[src/rtl/rop_pkg.sv]
package rop_pkg;
  localparam int PIX8_W  = 8;
  localparam int PIX15_W = 15;
  localparam int PIX16_W = 16;
  localparam int PIX24_W = 24;

  typedef enum logic [1:0] {
    DEPTH_8  = 2'd0,
    DEPTH_15 = 2'd1,
    DEPTH_16 = 2'd2,
    DEPTH_24 = 2'd3
  } depth_e;

  typedef enum logic [1:0] {
    OPK_TABLE  = 2'd0,
    OPK_SELECT = 2'd1,
    OPK_KEEP   = 2'd2
  } op_kind_e;

  typedef struct packed {
    op_kind_e   kind;
    logic [3:0] fn;     // truth table indexed by {operand, dst}
    logic       legal;
  } rop_ctrl_t;
endpackage

[src/rtl/rop_decode.sv]
module rop_decode
  import rop_pkg::*;
(
  input  logic [7:0] code,
  input  logic       pat,
  output rop_ctrl_t  ctrl
);
  logic plain_ok;
  logic pat_ok;

  assign plain_ok = (code[7:4] == code[3:0]);
  assign pat_ok   = (code[2] == code[0]) && (code[3] == code[1]) &&
                    (code[6] == code[4]) && (code[7] == code[5]);

  always_comb begin
    ctrl.kind  = OPK_KEEP;
    ctrl.fn    = 4'hA;
    ctrl.legal = 1'b0;
    if (!pat) begin
      if (plain_ok) begin
        ctrl.kind  = OPK_TABLE;
        ctrl.fn    = code[3:0];
        ctrl.legal = 1'b1;
      end
    end else if (code == 8'hB8) begin
      ctrl.kind  = OPK_SELECT;
      ctrl.legal = 1'b1;
    end else if (pat_ok) begin
      ctrl.kind  = OPK_TABLE;
      ctrl.fn    = {code[5], code[4], code[1], code[0]};
      ctrl.legal = 1'b1;
    end
  end
endmodule

[src/rtl/rop_logic.sv]
module rop_logic
  import rop_pkg::*;
#(
  parameter int WORD_W = 32
) (
  input  op_kind_e          kind,
  input  logic [3:0]        fn,
  input  logic [WORD_W-1:0] opnd,
  input  logic [WORD_W-1:0] dst,
  input  logic [WORD_W-1:0] aux,
  output logic [WORD_W-1:0] res
);
  for (genvar i = 0; i < WORD_W; i++) begin : g_bit
    always_comb begin
      case (kind)
        OPK_TABLE:  res[i] = fn[{opnd[i], dst[i]}];
        OPK_SELECT: res[i] = aux[i] ? dst[i] : opnd[i];
        default:    res[i] = dst[i];
      endcase
    end
  end
endmodule

[src/rtl/depth_merge.sv]
module depth_merge
  import rop_pkg::*;
#(
  parameter int WORD_W = 32
) (
  input  depth_e            depth,
  input  logic [WORD_W-1:0] dst,
  input  logic [WORD_W-1:0] raw,
  output logic [WORD_W-1:0] merged
);
  localparam logic [WORD_W-1:0] MASK8  = {{(WORD_W-PIX8_W){1'b0}},  {PIX8_W{1'b1}}};
  localparam logic [WORD_W-1:0] MASK15 = {{(WORD_W-PIX15_W){1'b0}}, {PIX15_W{1'b1}}};
  localparam logic [WORD_W-1:0] MASK16 = {{(WORD_W-PIX16_W){1'b0}}, {PIX16_W{1'b1}}};
  localparam logic [WORD_W-1:0] MASK24 = {{(WORD_W-PIX24_W){1'b0}}, {PIX24_W{1'b1}}};

  logic [WORD_W-1:0] mask;

  always_comb begin
    case (depth)
      DEPTH_8:  mask = MASK8;
      DEPTH_15: mask = MASK15;
      DEPTH_16: mask = MASK16;
      default:  mask = MASK24;
    endcase
  end

  assign merged = (raw & mask) | (dst & ~mask);
endmodule

[src/rtl/rop_pixel_unit.sv]
module rop_pixel_unit
  import rop_pkg::*;
#(
  parameter int WORD_W = 32
) (
  input  logic              clk,
  input  logic              rst_n,
  input  logic              in_valid,
  output logic              in_ready,
  input  logic [WORD_W-1:0] in_dst,
  input  logic [WORD_W-1:0] in_src,
  input  logic [WORD_W-1:0] in_aux,
  input  logic [7:0]        in_code,
  input  logic              in_pat,
  input  logic [1:0]        in_depth,
  output logic              out_valid,
  input  logic              out_ready,
  output logic [WORD_W-1:0] out_pix,
  output logic              illegal_rop
);
  rop_ctrl_t         ctrl;
  logic [WORD_W-1:0] raw;
  logic [WORD_W-1:0] merged;
  logic [1:0]        rst_sync_q;
  logic              run;
  logic              accept;
  logic              valid_q, valid_d;
  logic [WORD_W-1:0] pix_q, pix_d;
  logic              flag_q, flag_d;

  rop_decode u_dec (
    .code (in_code),
    .pat  (in_pat),
    .ctrl (ctrl)
  );

  rop_logic #(.WORD_W(WORD_W)) u_logic (
    .kind (ctrl.kind),
    .fn   (ctrl.fn),
    .opnd (in_src),
    .dst  (in_dst),
    .aux  (in_aux),
    .res  (raw)
  );

  depth_merge #(.WORD_W(WORD_W)) u_merge (
    .depth  (depth_e'(in_depth)),
    .dst    (in_dst),
    .raw    (raw),
    .merged (merged)
  );

  // reset release synchronizer
  always_ff @(posedge clk or negedge rst_n) begin
    if (!rst_n) rst_sync_q <= 2'b00;
    else        rst_sync_q <= {rst_sync_q[0], 1'b1};
  end
  assign run = rst_sync_q[1];

  assign in_ready = run && (!valid_q || out_ready);
  assign accept   = in_valid && in_ready;

  always_comb begin
    valid_d = valid_q;
    pix_d   = pix_q;
    flag_d  = flag_q;
    if (accept) begin
      valid_d = 1'b1;
      pix_d   = merged;
      flag_d  = flag_q | ~ctrl.legal;
    end else if (out_ready) begin
      valid_d = 1'b0;
    end
  end

  always_ff @(posedge clk or negedge rst_n) begin
    if (!rst_n) begin
      valid_q <= 1'b0;
      flag_q  <= 1'b0;
    end else begin
      valid_q <= valid_d;
      flag_q  <= flag_d;
    end
  end

  always_ff @(posedge clk or negedge rst_n) begin
    if (!rst_n)      pix_q <= '0;
    else if (accept) pix_q <= pix_d;
  end

  assign out_valid   = valid_q;
  assign out_pix     = pix_q;
  assign illegal_rop = flag_q;
endmodule

[config.mk]
export PLATFORM = sky130hd
export DESIGN_NAME = rop_pixel_unit
export DESIGN_NICKNAME = d
export VERILOG_FILES = /design/src/rtl/rop_pkg.sv /design/src/rtl/rop_decode.sv /design/src/rtl/rop_logic.sv /design/src/rtl/depth_merge.sv /design/src/rtl/rop_pixel_unit.sv
export SDC_FILE = /design/constraint.sdc
export NUM_CORES = 1
export LEC_CHECK = 0
export BUFFER_PORTS_ARGS = -buffer_cell sky130_fd_sc_hd__buf_2
export CORE_ASPECT_RATIO = 1.4
export CORE_UTILIZATION = 40
export CTS_CLUSTER_SIZE = 16
export DETAILED_ROUTE_END_ITERATION = 16
export GPL_TIMING_DRIVEN = 1
export PLACE_DENSITY = 0.75
export SETUP_SLACK_MARGIN = 0.05
export SYNTH_ARGS = -nofsm -noshare
export SYNTH_HDL_FRONTEND = slang
export SYNTH_SLANG_ARGS = --single-unit
[constraint.sdc]
create_clock -name clk -period 1.5 [get_ports clk]
set_input_delay 0.375 -clock clk [delete_from_list [all_inputs] [get_ports clk]]
set_output_delay 0.375 -clock clk [all_outputs]
set_load 0.1 [all_outputs]
==> run summary <==
In this run the static leakage power is 2.282 nW. The share of final-layout standard cells stronger than drive strength 1 is 52.91%. The data arrival time of the worst path came out at 2.28 ns. The number of antenna violations at the first check in global routing came to 0. The cell count after synthesis came out at 349. The worst-case IR drop observed on VDD is 0.5111 mV.

The row count came out at 36. The die area is 7632 sq um. The horizontal extent of the die is 74.12 um. The final estimated routing congestion in global placement came out at 0.8762. The worst path required time came out at 1.74 ns. Setup repair after global routing could not meet its margin everywhere. Global routing used 27.29% of the available tracks. The delay of the slowest cell on the worst path is 0.40 ns. By instance count, the cell type seen most on the critical path is sky130_fd_sc_hd__buf_4.

The number of DRC violations after detailed-routing iteration 0 came out at 263. The total clock buffers created by CTS is 5. The core outline area is 6982 sq um. Clock tree synthesis selected as its root buffer the cell sky130_fd_sc_hd__clkbuf_8.

The buffer depth of the longest clock path is 2. The number of nets in the final layout is 643. Setup violations remaining at the end of the flow were counted as 27.

The share of the synthesized area in the top cell type is 30.93%. The distinct cell type count of the synthesized netlist came out at 46. The cell area after placement came out at 4120 sq um. The total count of hold-check failures in the final report is 0. Traced cell by cell, the critical path runs through buf_12, xor2_4, nor4_4, buf_4, nor2b_4, a32oi_2, buf_4, a2111oi_2, a31oi_1, nand3_1. The ratio of total power to cell area came out at 919.5 nW/um^2.

STA classifies the critical path startpoint as an input port. The run finished, with violations left. Clock-pin slew was measured on the worst setup and hold paths at 0.09 ns.

The overall die height came out at 103.0 um. Summed over all instances, the cell type with the most area after synthesis is sky130_fd_sc_hd__dfrtp_1. The top achievable clock speed is 489.0 MHz. The worst hold path belongs to the class in2async. The routed design has 11500 um of wire. The final clock period utilization by the worst path came out at 136.3%.

The buffering stage count on the worst path with inverters included came out at 3. The final cell utilization of the core is 71.60%. STA classifies the critical path endpoint as a flop.

The wire length of the first global-routing pass is 16010 um. The number of global-route vias before repair is 3490. The critical path start-end classification is in2reg.

The routed via count divided by cell count is 6.000. The area growth from synthesis to layout is 71.61%. The Yosys warning count is 0.

The boundary pin count came out at 146. The worst path setup slack after routing came out at -0.5449 ns. On the critical path, the stage with the largest delay is an instance of sky130_fd_sc_hd__a2111oi_2.

After detailed routing, the average wire length per cell comes to 18.32 um. The post-detailed-route count of antenna-violating nets came out at 0. The number of search-and-repair iterations in the first detailed-routing pass is 5. The clock sink count came out at 36. The flip-flop and latch count after synthesis is 36. The synthesized design contains 0 enable-type register cells. After synthesis, the cell types taking the most area are sky130_fd_sc_hd__dfrtp_1 (31%), sky130_fd_sc_hd__mux2i_1 (12%), sky130_fd_sc_hd__nand2_1 (8.9%). In this run the number of cells on the critical path is 10. After global routing the overflow that remains totals 0. The max-capacitance violation count came out at 0. The level count of the clock H-tree came out at 2.

The clock insertion delay at the later pin of the skew report is 0.30 ns. The largest net degree at the start of global routing is 37. The post-route minimum period came out at 2.045 ns. The repair_antennas step left the layout with diodes totalling 0. The number of filler instances in the final layout is 504. The number of vias after detailed routing came out at 3768.

The worst register-to-register path has a depth of 6. The HPWL after detailed placement is 7406 um. Broken down by cell family, the worst path's largest delay share belongs to simple AND/OR/NAND/NOR gates.

Counting flops with an async set or reset pin after synthesis yields a share of 100.0%. Input and output buffers added on the ports amount to 129. TritonCTS built the clock tree. The remaining routing DRC violations came out at 0. The synthesized net count came out at 460. The cell area that synthesis handed to floorplanning was 2913 sq um. The starting density of the core is 41.72%. The number of max-slew violations in the final report came out at 0. The setup skew after layout is 0.01119 ns. The finished layout cell area came out at 4999 sq um. In this run the mean area of a mapped cell was 8.346 sq um. The checks that failed: negative setup slack. Sequential elements use 30.93% of the synthesized area. The top fanout value on the critical path came out at 3. In the synthesized netlist the dominant register cell turns out to be sky130_fd_sc_hd__dfrtp_1.
## final timing paths
check                              startpoint            end  slack [ns]
worst min-delay path                    rst_n     out_pix[9]        0.02
worst max-delay path               in_code[7]    out_pix[10]       -0.54
max in group asynchronous               rst_n      out_valid        1.23
worst min register to register  rst_sync_q[0]  rst_sync_q[1]        0.36
worst max register to register      out_valid    out_pix[10]       -0.28
min in group clk                   in_dst[26]    out_pix[26]        0.27
## per-layer routing
layer	global-route usage (%)	vias up	wire [um]
li1	-	1677	-
met2	47.48	254	5923
met5	0	-	0
met3	3.617	74	724
met4	17.60	0	779
met1	30.86	1763	4075
## cell usage in the layout (no fill, tap or decap), types with 9 or more instances in the layout
cell,count
sky130_fd_sc_hd__buf_6,22
sky130_fd_sc_hd__buf_2,86
sky130_fd_sc_hd__o21ai_1,10
sky130_fd_sc_hd__o21ai_0,12
sky130_fd_sc_hd__a21oi_1,27
sky130_fd_sc_hd__mux2i_1,34
sky130_fd_sc_hd__buf_4,69
sky130_fd_sc_hd__nor2_1,17
sky130_fd_sc_hd__nand3_1,10
sky130_fd_sc_hd__nand2_1,64
sky130_fd_sc_hd__o2111ai_2,9
sky130_fd_sc_hd__dfrtp_1,35
## area by class of cell
class | count | area, sq um | area share [%]
Clock inverter | 3 | 42.54 | 0.8511
Multi-Input combinational cell | 286 | 2321 | 46.43
Inverter | 3 | 11.26 | 0.2253
Tap cell | 95 | 118.9 | 2.378
Sequential cell | 36 | 904.6 | 18.10
Timing Repair Buffer | 200 | 1531 | 30.64
Clock buffer | 5 | 68.82 | 1.377
## flip-flops by register name (all words and copies together) (netlist names)
signal	cells
illegal_rop	1
out_pix	32
rst_sync_q	2
out_valid	1
## through the flow
step	setup slack, ns	hold slack, ns	total power (W)	instances	setup TNS, ns
6_report	-0.5449	0.01602	0.004596	628	-9.403
5_1_grt	-0.6104	0.03265	0.004762	628	-10.67
4_1_cts	-0.4188	0.03514	0.004472	621	-8.868
3_5_place_dp	-0.7710	0.3411	0.003435	602	-17.29
3_3_place_gp	-0.7370	0.3340	0.003408	602	-16.69
2_1_floorplan	-0.6211	0.07941	0.002784	349	-10.99
## cells in the mapped netlist (5+ instances only)
| library cell | count |
|---|---|
| sky130_fd_sc_hd__o2111ai_1 | 9 |
| sky130_fd_sc_hd__o21ai_1 | 13 |
| sky130_fd_sc_hd__nor2_1 | 19 |
| sky130_fd_sc_hd__nand2_1 | 69 |
| sky130_fd_sc_hd__mux2i_1 | 35 |
| sky130_fd_sc_hd__mux4_2 | 5 |
| sky130_fd_sc_hd__xor2_1 | 8 |
| sky130_fd_sc_hd__clkbuf_1 | 18 |
| sky130_fd_sc_hd__mux2_2 | 8 |
| sky130_fd_sc_hd__nand4_1 | 7 |
| sky130_fd_sc_hd__a21oi_1 | 27 |
| sky130_fd_sc_hd__o32ai_1 | 7 |
| sky130_fd_sc_hd__dfrtp_1 | 36 |
| sky130_fd_sc_hd__buf_2 | 5 |
| sky130_fd_sc_hd__nand3_1 | 18 |
| sky130_fd_sc_hd__o21ai_0 | 14 |
## report_power, final
part	leakage (nW)	internal (W)	switching, W
Clock	0.0541	0.000493	0.000402
Sequential	0.433	0.00113	0.000110
Combinational	1.79	0.000724	0.00174
## what timing repair did
action                     4_1_cts  5_1_grt
gates resized for setup         74       70
buffers inserted                11        8
hold buffers                     0        0
pin swaps                       15       39
setup endpoints to repair       49       43
gates cloned                     0        2
## cell families (layout without fill, tap and decap cells)
family / Yosys count / count (layout) / share of synthesized area, %
xor+xnor: 8 / 8 / 2.406
compound gates: 91 / 92 / 20.45
flops: 36 / 36 / 30.93
simple gates: 136 / 136 / 22.81
buf+inv: 28 / 211 / 3.823
mux: 49 / 49 / 19.46
other cells: 1 / 1 / 0.1287
Power figures use the tool's default switching activity.
